[src/rtl/l3c_pkg.sv]
package l3c_pkg;

  typedef enum logic [2:0] {
    TX_READ  = 3'd0,
    TX_READX = 3'd1,
    TX_WRINV = 3'd2,
    TX_UPGR  = 3'd3,
    TX_WRFL  = 3'd4
  } txKind_e;

  localparam logic [1:0] MODE_INVAL  = 2'b00;
  localparam logic [1:0] MODE_UPDATE = 2'b01;
  localparam logic [1:0] MODE_ALLOC  = 2'b10;

  // Strobes from the decoder to the tag datapath.
  typedef struct packed {
    logic lookup;
    logic touchOnHit;
    logic allocOnMiss;
    logic invalOnHit;
  } tagCmd_t;

endpackage

[src/rtl/l3c_ctrl.sv]
module l3c_ctrl
  import l3c_pkg::*;
(
  input  logic       busValid,
  input  logic       busIsIo,
  input  logic [2:0] busType,
  input  logic [1:0] ioMode,
  output tagCmd_t    cmd
);

  logic isFlush;
  assign isFlush = (busType == TX_WRFL);

  always_comb begin
    cmd = '0;
    cmd.lookup = busValid;
    if (busValid) begin
      if (!busIsIo) begin
        if (isFlush) cmd.invalOnHit = 1'b1;
        else begin
          cmd.touchOnHit  = 1'b1;
          cmd.allocOnMiss = 1'b1;
        end
      end else if (!isFlush) begin
        cmd.invalOnHit = 1'b1;
      end else begin
        unique case (ioMode)
          MODE_UPDATE: cmd.touchOnHit = 1'b1;
          MODE_ALLOC: begin
            cmd.touchOnHit  = 1'b1;
            cmd.allocOnMiss = 1'b1;
          end
          default: cmd.invalOnHit = 1'b1;
        endcase
      end
    end
  end

  always_comb begin
    // an invalidating command never also refreshes or allocates
    a_r5_inval_exclusive: assert (!(cmd.invalOnHit && (cmd.touchOnHit || cmd.allocOnMiss)));
    // IO accesses other than write-flush always invalidate
    a_r6_io_plain_inval: assert (!(busValid && busIsIo && !isFlush) || cmd.invalOnHit);
  end

endmodule

[src/rtl/l3c_tags.sv]
module l3c_tags
  import l3c_pkg::*;
#(
  parameter int ADDR_W      = 32,
  parameter int BLOCK_BYTES = 128,
  parameter int SETS        = 16,
  parameter int WAYS        = 4
) (
  input  logic              clk,
  input  logic              rstN,
  input  tagCmd_t           cmd,
  input  logic [ADDR_W-1:0] addr,
  output logic              hitQ,
  output logic              missQ,
  output logic              abortQ
);

  localparam int OFF_W = $clog2(BLOCK_BYTES);
  localparam int IDX_W = $clog2(SETS);
  localparam int TAG_W = ADDR_W - OFF_W - IDX_W;
  localparam int WAY_W = $clog2(WAYS);

  logic [TAG_W-1:0] tagQ   [SETS][WAYS];
  logic [WAY_W-1:0] ageQ   [SETS][WAYS];
  logic [WAYS-1:0]  validQ [SETS];

  logic [IDX_W-1:0] setIdx;
  logic [TAG_W-1:0] tagIn;
  assign setIdx = addr[OFF_W +: IDX_W];
  assign tagIn  = addr[ADDR_W-1 -: TAG_W];

  logic [WAYS-1:0] hitVec;
  for (genvar w = 0; w < WAYS; w++) begin : g_cmp
    assign hitVec[w] = validQ[setIdx][w] && (tagQ[setIdx][w] == tagIn);
  end

  logic anyHit;
  logic [WAY_W-1:0] hitWay, victimWay, touchWay;
  logic foundFree;
  assign anyHit = |hitVec;

  always_comb begin
    hitWay = '0;
    for (int w = 0; w < WAYS; w++)
      if (hitVec[w]) hitWay = WAY_W'(w);
  end

  always_comb begin
    victimWay = '0;
    foundFree = 1'b0;
    for (int w = 0; w < WAYS; w++)
      if (!validQ[setIdx][w] && !foundFree) begin
        victimWay = WAY_W'(w);
        foundFree = 1'b1;
      end
    if (!foundFree)
      for (int w = 0; w < WAYS; w++)
        if (ageQ[setIdx][w] == WAY_W'(WAYS - 1)) victimWay = WAY_W'(w);
  end

  logic doInval, doTouch, doAlloc;
  assign doInval = cmd.lookup && anyHit && cmd.invalOnHit;
  assign doAlloc = cmd.lookup && !anyHit && cmd.allocOnMiss;
  assign doTouch = doAlloc || (cmd.lookup && anyHit && cmd.touchOnHit && !cmd.invalOnHit);
  assign touchWay = anyHit ? hitWay : victimWay;

  logic [WAY_W-1:0] newAge [WAYS];
  always_comb begin
    for (int w = 0; w < WAYS; w++) begin
      if (WAY_W'(w) == touchWay) newAge[w] = '0;
      else if (ageQ[setIdx][w] < ageQ[setIdx][touchWay]) newAge[w] = ageQ[setIdx][w] + 1'b1;
      else newAge[w] = ageQ[setIdx][w];
    end
  end

  always_ff @(posedge clk or negedge rstN) begin
    if (!rstN) begin
      for (int s = 0; s < SETS; s++) begin
        validQ[s] <= '0;
        for (int w = 0; w < WAYS; w++) begin
          tagQ[s][w] <= '0;
          ageQ[s][w] <= WAY_W'(w);
        end
      end
      hitQ   <= 1'b0;
      missQ  <= 1'b0;
      abortQ <= 1'b0;
    end else begin
      hitQ   <= cmd.lookup && anyHit;
      missQ  <= cmd.lookup && !anyHit;
      abortQ <= cmd.lookup && anyHit;
      if (doInval) validQ[setIdx][hitWay] <= 1'b0;
      if (doAlloc) begin
        validQ[setIdx][victimWay] <= 1'b1;
        tagQ[setIdx][victimWay]   <= tagIn;
      end
      if (doTouch)
        for (int w = 0; w < WAYS; w++) ageQ[setIdx][w] <= newAge[w];
    end
  end

  // Checker bookkeeping: remember the last installed frame.
  logic [IDX_W-1:0] lastSetQ;
  logic [WAY_W-1:0] lastWayQ;
  always_ff @(posedge clk or negedge rstN) begin
    if (!rstN) begin
      lastSetQ <= '0;
      lastWayQ <= '0;
    end else if (doAlloc) begin
      lastSetQ <= setIdx;
      lastWayQ <= victimWay;
    end
  end

  // a tag is held at most once per set
  a_r2_single_match: assert property (@(posedge clk) disable iff (!rstN)
    cmd.lookup |-> $onehot0(hitVec));
  // hit and miss never together
  a_r2_one_outcome: assert property (@(posedge clk) disable iff (!rstN)
    !(hitQ && missQ));
  // an allocation leaves its frame valid
  a_r10_alloc_installs: assert property (@(posedge clk) disable iff (!rstN)
    doAlloc |=> validQ[lastSetQ][lastWayQ]);

endmodule

[src/rtl/l3c_top.sv]
module l3c_top
  import l3c_pkg::*;
#(
  parameter int ADDR_W      = 32,
  parameter int BLOCK_BYTES = 128,
  parameter int SETS        = 16,
  parameter int WAYS        = 4
) (
  input  logic              clk,
  input  logic              rstN,
  input  logic              busValid,
  input  logic              busIsIo,
  input  logic [2:0]        busType,
  input  logic [ADDR_W-1:0] busAddr,
  input  logic [1:0]        ioMode,
  output logic              dramStart,
  output logic              dramAbort,
  output logic              hitPulse,
  output logic              missPulse
);

  tagCmd_t cmd;

  l3c_ctrl u_ctrl (
    .busValid (busValid),
    .busIsIo  (busIsIo),
    .busType  (busType),
    .ioMode   (ioMode),
    .cmd      (cmd)
  );

  l3c_tags #(
    .ADDR_W      (ADDR_W),
    .BLOCK_BYTES (BLOCK_BYTES),
    .SETS        (SETS),
    .WAYS        (WAYS)
  ) u_tags (
    .clk    (clk),
    .rstN   (rstN),
    .cmd    (cmd),
    .addr   (busAddr),
    .hitQ   (hitPulse),
    .missQ  (missPulse),
    .abortQ (dramAbort)
  );

  assign dramStart = busValid;

  // abort only with a hit
  a_r3_abort_with_hit: assert property (@(posedge clk) disable iff (!rstN)
    dramAbort |-> hitPulse);
  // a response only follows a transaction
  a_r2_pulse_needs_txn: assert property (@(posedge clk) disable iff (!rstN)
    (hitPulse || missPulse) |-> $past(busValid));

endmodule

[config.mk]
export PLATFORM = sky130hd
export DESIGN_NAME = l3c_top
export DESIGN_NICKNAME = d
export VERILOG_FILES = /design/src/rtl/l3c_pkg.sv /design/src/rtl/l3c_ctrl.sv /design/src/rtl/l3c_tags.sv /design/src/rtl/l3c_top.sv
export SDC_FILE = /design/constraint.sdc
export NUM_CORES = 2
export LEC_CHECK = 0
export BUFFER_PORTS_ARGS = -buffer_cell sky130_fd_sc_hd__buf_2
export CAP_MARGIN = 15
export CORE_ASPECT_RATIO = 1.5
export CORE_UTILIZATION = 51
export DETAILED_ROUTE_END_ITERATION = 10
export MAX_ROUTING_LAYER = met4
export PLACE_DENSITY = 0.64
export SETUP_SLACK_MARGIN = 0.5
export SLEW_MARGIN = 5
export SYNTH_ARGS = -nofsm -noshare
export SYNTH_HDL_FRONTEND = slang
export SYNTH_HIERARCHICAL = 1
export SYNTH_SLANG_ARGS = --single-unit
[constraint.sdc]
create_clock -name clk -period 5.9 [get_ports clk]
set_input_delay 0.59 -clock clk [delete_from_list [all_inputs] [get_ports clk]]
set_output_delay 0.59 -clock clk [all_outputs]
set_load 0.01 [all_outputs]
==> metrics.txt <==
# TYPE chip_impl_metric gauge
chip_impl_info{name="global_route.peak_usage_layer",value="met2"} 1
chip_impl_metric{name="core_area",unit="sq um"} 141000
chip_impl_metric{name="ys_seq_elements",unit=""} 1538
chip_impl_metric{name="grt_max_degree",unit=""} 148
chip_impl_metric{name="die_area",unit="sq um"} 144000
chip_impl_metric{name="drv_slew",unit=""} 0
chip_impl_metric{name="max-slew-margin-rel",unit="%"} 16.2
chip_impl_metric{name="mappedNetlistNets",unit=""} 4987
chip_impl_info{name="holdCritPathClass",value="in -> reg"} 1
chip_impl_metric{name="num_vias",unit=""} 43600
chip_impl_metric{name="finalCriticalPeriod",unit="ns"} 5.16
chip_impl_metric{name="timing_hold_violations_final",unit=""} 0
chip_impl_metric{name="number_of_distinct_library_cell_variants_in_the_gate_level_netlist_after_synthesis",unit=""} 90
chip_impl_metric{name="met2_track_usage_gr",unit="%"} 48.2
chip_impl_metric{name="dieHeight",unit="microns"} 465
chip_impl_info{name="setup.worst_path.start_class",value="input pin"} 1
chip_impl_metric{name="setup_viol",unit=""} 0
chip_impl_metric{name="grt_pass1_vias",unit=""} 46100
chip_impl_metric{name="power_density",unit="nW/um^2"} 285
chip_impl_info{name="critical_path.endpoint_type",value="flip-flop"} 1
chip_impl_info{name="final_cell_mix",value="sky130_fd_sc_hd__dfrtp_1 (1,474), sky130_fd_sc_hd__mux2_2 (1,408), sky130_fd_sc_hd__mux4_2 (341)"} 1
chip_impl_metric{name="track_usage",unit="%"} 29.6
chip_impl_metric{name="dp.final_hpwl",unit="microns"} 130000
chip_impl_metric{name="initialDrtViolationCount",unit=""} 3323
chip_impl_metric{name="final_net_count",unit=""} 5128
chip_impl_metric{name="yosys_warnings",unit=""} 6
chip_impl_info{name="status",value="completed"} 1
chip_impl_metric{name="async_set_or_reset_flop_fraction_in_the_synthesized_netlist",unit="%"} 100
chip_impl_metric{name="clkSinkCount",unit=""} 1538
chip_impl_metric{name="clock_insertion_delay_worst_skew",unit="ns"} 0.81
chip_impl_metric{name="flop2flop_setup_slack",unit="ns"} 0.74
chip_impl_metric{name="synth_area_per_cell",unit="sq um"} 14.7
chip_impl_metric{name="filler_cell_count",unit=""} 11100
chip_impl_metric{name="leakage",unit="uW"} 0.0401
chip_impl_metric{name="std_cell_rows",unit=""} 169
chip_impl_metric{name="cts-buffers-inserted",unit=""} 150
chip_impl_metric{name="vdd.ir_drop.worst",unit="mV"} 0.285
chip_impl_metric{name="total_power",unit="uW"} 23500
chip_impl_metric{name="cts.repair_timing.setup_buffer_count",unit=""} 0
chip_impl_info{name="tritoncts",value="built"} 1
chip_impl_metric{name="layout-drive-gt1-share",unit="%"} 49.3
chip_impl_metric{name="cts.htree.levels",unit=""} 4
chip_impl_info{name="clk_root_buffer_cell",value="sky130_fd_sc_hd__clkbuf_16"} 1
chip_impl_info{name="yosys.area.top_type",value="sky130_fd_sc_hd__dfrtp_1"} 1
chip_impl_metric{name="synth_sequential_area_ratio",unit="%"} 53.0
chip_impl_metric{name="hold_path_depth",unit=""} 2
chip_impl_metric{name="wirelength",unit="microns"} 202000
chip_impl_metric{name="areaGrowthSynthToFinish",unit="%"} 13.4
chip_impl_info{name="mostFrequentLayoutCell",value="sky130_fd_sc_hd__dfrtp_1"} 1
chip_impl_metric{name="initial_utilization",unit="%"} 51.4
chip_impl_info{name="ys.flop_type",value="sky130_fd_sc_hd__dfrtp_1"} 1
chip_impl_metric{name="drt-pass1-iter-count",unit=""} 7
chip_impl_metric{name="max_freq",unit="MHz"} 194
chip_impl_metric{name="timing.clock.skew",unit="ns"} 0.0358
chip_impl_metric{name="first_pass_grt_wire_length",unit="microns"} 304000
chip_impl_metric{name="clock_tree.buffer_depth",unit=""} 3
chip_impl_metric{name="drt-vias-per-instance",unit=""} 6.16
chip_impl_metric{name="r2r_depth",unit=""} 20
chip_impl_metric{name="cp.required",unit="ns"} 6.56
chip_impl_info{name="post_synth_main_area_contributors",value="sky130_fd_sc_hd__dfrtp_1 (51%), sky130_fd_sc_hd__mux2_2 (22%), sky130_fd_sc_hd__mux4_2 (11%)"} 1
chip_impl_metric{name="global_route.overflow_total",unit=""} 0
chip_impl_metric{name="max_slew.worst_pin.slew",unit="ns"} 1.25
chip_impl_metric{name="mapped_cells",unit=""} 4937
chip_impl_metric{name="crit_fanout",unit=""} 31
chip_impl_info{name="grt_setup_unrepaired",value="no"} 1
chip_impl_metric{name="number_of_flops_mapped_to_enable_cells_by_yosys",unit=""} 0
chip_impl_metric{name="critPathArrivalTime",unit="ns"} 5.83
chip_impl_metric{name="initial_antenna_violation_count",unit=""} 6
chip_impl_info{name="path_class",value="in -> reg"} 1
chip_impl_metric{name="globalRouteMet3Util",unit="%"} 3.99
chip_impl_metric{name="io_buffer_count",unit=""} 37
chip_impl_metric{name="final_critical_path_share_of_the_clock_period",unit="%"} 87.5
chip_impl_metric{name="die_x",unit="microns"} 310
chip_impl_metric{name="route.detailed.wl_per_inst",unit="microns"} 28.5
chip_impl_metric{name="hold_ws",unit="ns"} 0.171
chip_impl_metric{name="worst_setup_hold_path_clk_slew",unit="ns"} 0.06
chip_impl_metric{name="final_routed_drc_violation_total",unit=""} 0
chip_impl_metric{name="netlist_area",unit="sq um"} 72800
chip_impl_metric{name="ant_nets",unit=""} 0
chip_impl_metric{name="yosys_top_cell_area_share",unit="%"} 50.7
chip_impl_metric{name="grtUsageMet1",unit="%"} 37.7
chip_impl_metric{name="drv.max_cap_violation_count",unit=""} 0
chip_impl_metric{name="floorplan.io_pins",unit=""} 45
chip_impl_metric{name="gp_routability_congestion",unit=""} 0.920
-- critical path: stages --
cell	delay, ns
sky130_fd_sc_hd__buf_8	0.20
sky130_fd_sc_hd__buf_12	0.35
sky130_fd_sc_hd__buf_4	0.28
sky130_fd_sc_hd__nor2_2	0.12
sky130_fd_sc_hd__buf_4	0.22
sky130_fd_sc_hd__a22oi_1	0.21
sky130_fd_sc_hd__a21oi_1	0.10
sky130_fd_sc_hd__a211oi_1	0.28
sky130_fd_sc_hd__nand4_1	0.27
sky130_fd_sc_hd__a2111oi_2	0.37
sky130_fd_sc_hd__buf_4	0.19
sky130_fd_sc_hd__nor4b_1	0.48
sky130_fd_sc_hd__buf_4	0.25
sky130_fd_sc_hd__a211oi_4	0.06
sky130_fd_sc_hd__mux2_4	0.33
sky130_fd_sc_hd__o21ai_4	0.17
sky130_fd_sc_hd__buf_4	0.15
sky130_fd_sc_hd__ha_4	0.13
sky130_fd_sc_hd__nor2_2	0.04
sky130_fd_sc_hd__nand2_1	0.05
sky130_fd_sc_hd__a211oi_1	0.04
sky130_fd_sc_hd__a311oi_1	0.28
sky130_fd_sc_hd__mux2i_1	0.22
sky130_fd_sc_hd__buf_4	0.24
sky130_fd_sc_hd__o21ai_0	0.12
-- metrics by stage --
stage                     setup WS [ns]  instance area (sq um)  TNS, ns  utilization, %  std cells
final                             0.738                  82500        0            58.3       7080
after global routing              0.503                  82500        0            58.3       7079
after CTS                         0.628                  82500        0            58.3       7073
after detailed placement         -0.284                  77600    -8.68            54.9       6805
after global placement           -0.235                  77600    -7.56            54.9       6805
after floorplan                  -0.105                  73000    -2.45               -       4937
-- power by group --
group	internal (uW)	switching (uW)	total, uW
combinational	1130	1400	2530
clock	5450	4170	9620
sequential	11100	264	11400
total	17700	5840	23500
-- worst paths after layout --
path                                 start           endpoint
setup / recovery                busAddr[8]    u_tags/ageQ[29]
hold / removal                    busValid      u_tags/abortQ
setup reg to reg           u_tags/tagQ[46]    u_tags/ageQ[29]
hold reg to reg            u_tags/ageQ[61]    u_tags/ageQ[61]
max in group asynchronous             rstN    u_tags/ageQ[22]
min in group asynchronous             rstN  u_tags/tagQ[1320]
-- sequential cells by signal (all words and copies together) (netlist names) --
name,cells
u_tags/ageQ,128
u_tags/missQ,1
u_tags/validQ,64
u_tags/tagQ,1344
u_tags/abortQ,1
-- metal layers --
metal,up-vias,routed length (microns)
met3,332,8600
met1,23800,84100
met2,1025,101000
li1,18500,-
met5,-,0
met4,0,7900
-- layout make-up --
| class | count | area (sq um) | share of cell area (%) |
|---|---|---|---|
| multi-input combinational | 2898 | 31900 | 38.7 |
| inverter | 39 | 154 | 0.186 |
| tap | 1881 | 2350 | 2.85 |
| clock buffer | 221 | 4410 | 5.34 |
| sequential | 1538 | 38600 | 46.7 |
| clock inverter | 46 | 454 | 0.550 |
| timing repair buffer | 451 | 4660 | 5.64 |
| antenna | 6 | 15.0 | 0.0182 |
-- synthesized netlist by cell type (6+ instances only) --
library cell,count
sky130_fd_sc_hd__dfrtp_1,1474
sky130_fd_sc_hd__mux2_2,1418
sky130_fd_sc_hd__mux4_2,341
sky130_fd_sc_hd__mux2i_1,236
sky130_fd_sc_hd__clkbuf_1,193
sky130_fd_sc_hd__nand2_1,191
sky130_fd_sc_hd__buf_2,177
sky130_fd_sc_hd__o21ai_0,104
sky130_fd_sc_hd__xnor2_1,87
sky130_fd_sc_hd__dfstp_2,64
sky130_fd_sc_hd__mux2_1,50
sky130_fd_sc_hd__nor2_1,49
sky130_fd_sc_hd__a21oi_1,43
sky130_fd_sc_hd__a22oi_1,42
sky130_fd_sc_hd__buf_4,40
sky130_fd_sc_hd__nand3_1,29
sky130_fd_sc_hd__o22ai_1,28
sky130_fd_sc_hd__buf_1,27
sky130_fd_sc_hd__xor2_1,25
sky130_fd_sc_hd__a31oi_1,23
sky130_fd_sc_hd__buf_6,21
sky130_fd_sc_hd__nand2_2,20
sky130_fd_sc_hd__inv_1,18
sky130_fd_sc_hd__clkinv_1,17
sky130_fd_sc_hd__nor3_1,16
sky130_fd_sc_hd__nand4_1,14
sky130_fd_sc_hd__nand2b_1,12
sky130_fd_sc_hd__a221oi_1,10
sky130_fd_sc_hd__and3_1,9
sky130_fd_sc_hd__ha_1,9
sky130_fd_sc_hd__a22o_1,8
sky130_fd_sc_hd__nor4_1,8
sky130_fd_sc_hd__a211oi_1,7
sky130_fd_sc_hd__or2_2,7
sky130_fd_sc_hd__a32oi_1,6
sky130_fd_sc_hd__nor2b_1,6
sky130_fd_sc_hd__o21ai_1,6
sky130_fd_sc_hd__o32ai_1,6
-- cell families (layout without fill, tap and decap cells) --
kind of cell | Yosys count | in the layout | synth area share (%)
DFF | 1538 | 1538 | 53.0
other | 0 | 6 | 0
and+or+nand+nor | 397 | 397 | 2.61
buffers and inverters | 501 | 757 | 3.34
muxes | 2045 | 2045 | 36.5
xor gates and xnor gates | 112 | 112 | 1.35
AOI/OAI and AO/OA | 335 | 335 | 3.01
adders and majority gates | 9 | 9 | 0.155
-- repair_timing --
| action | 4_1_cts | 5_1_grt |
|---|---|---|
| endpoints found under the setup margin | 1 | 32 |
| endpoints found under the hold margin | 125 | 0 |
| resized for setup | 1 | 2 |
| hold buffers | 1 | 0 |
No activity file was read; power rests on OpenSTA's default activity.
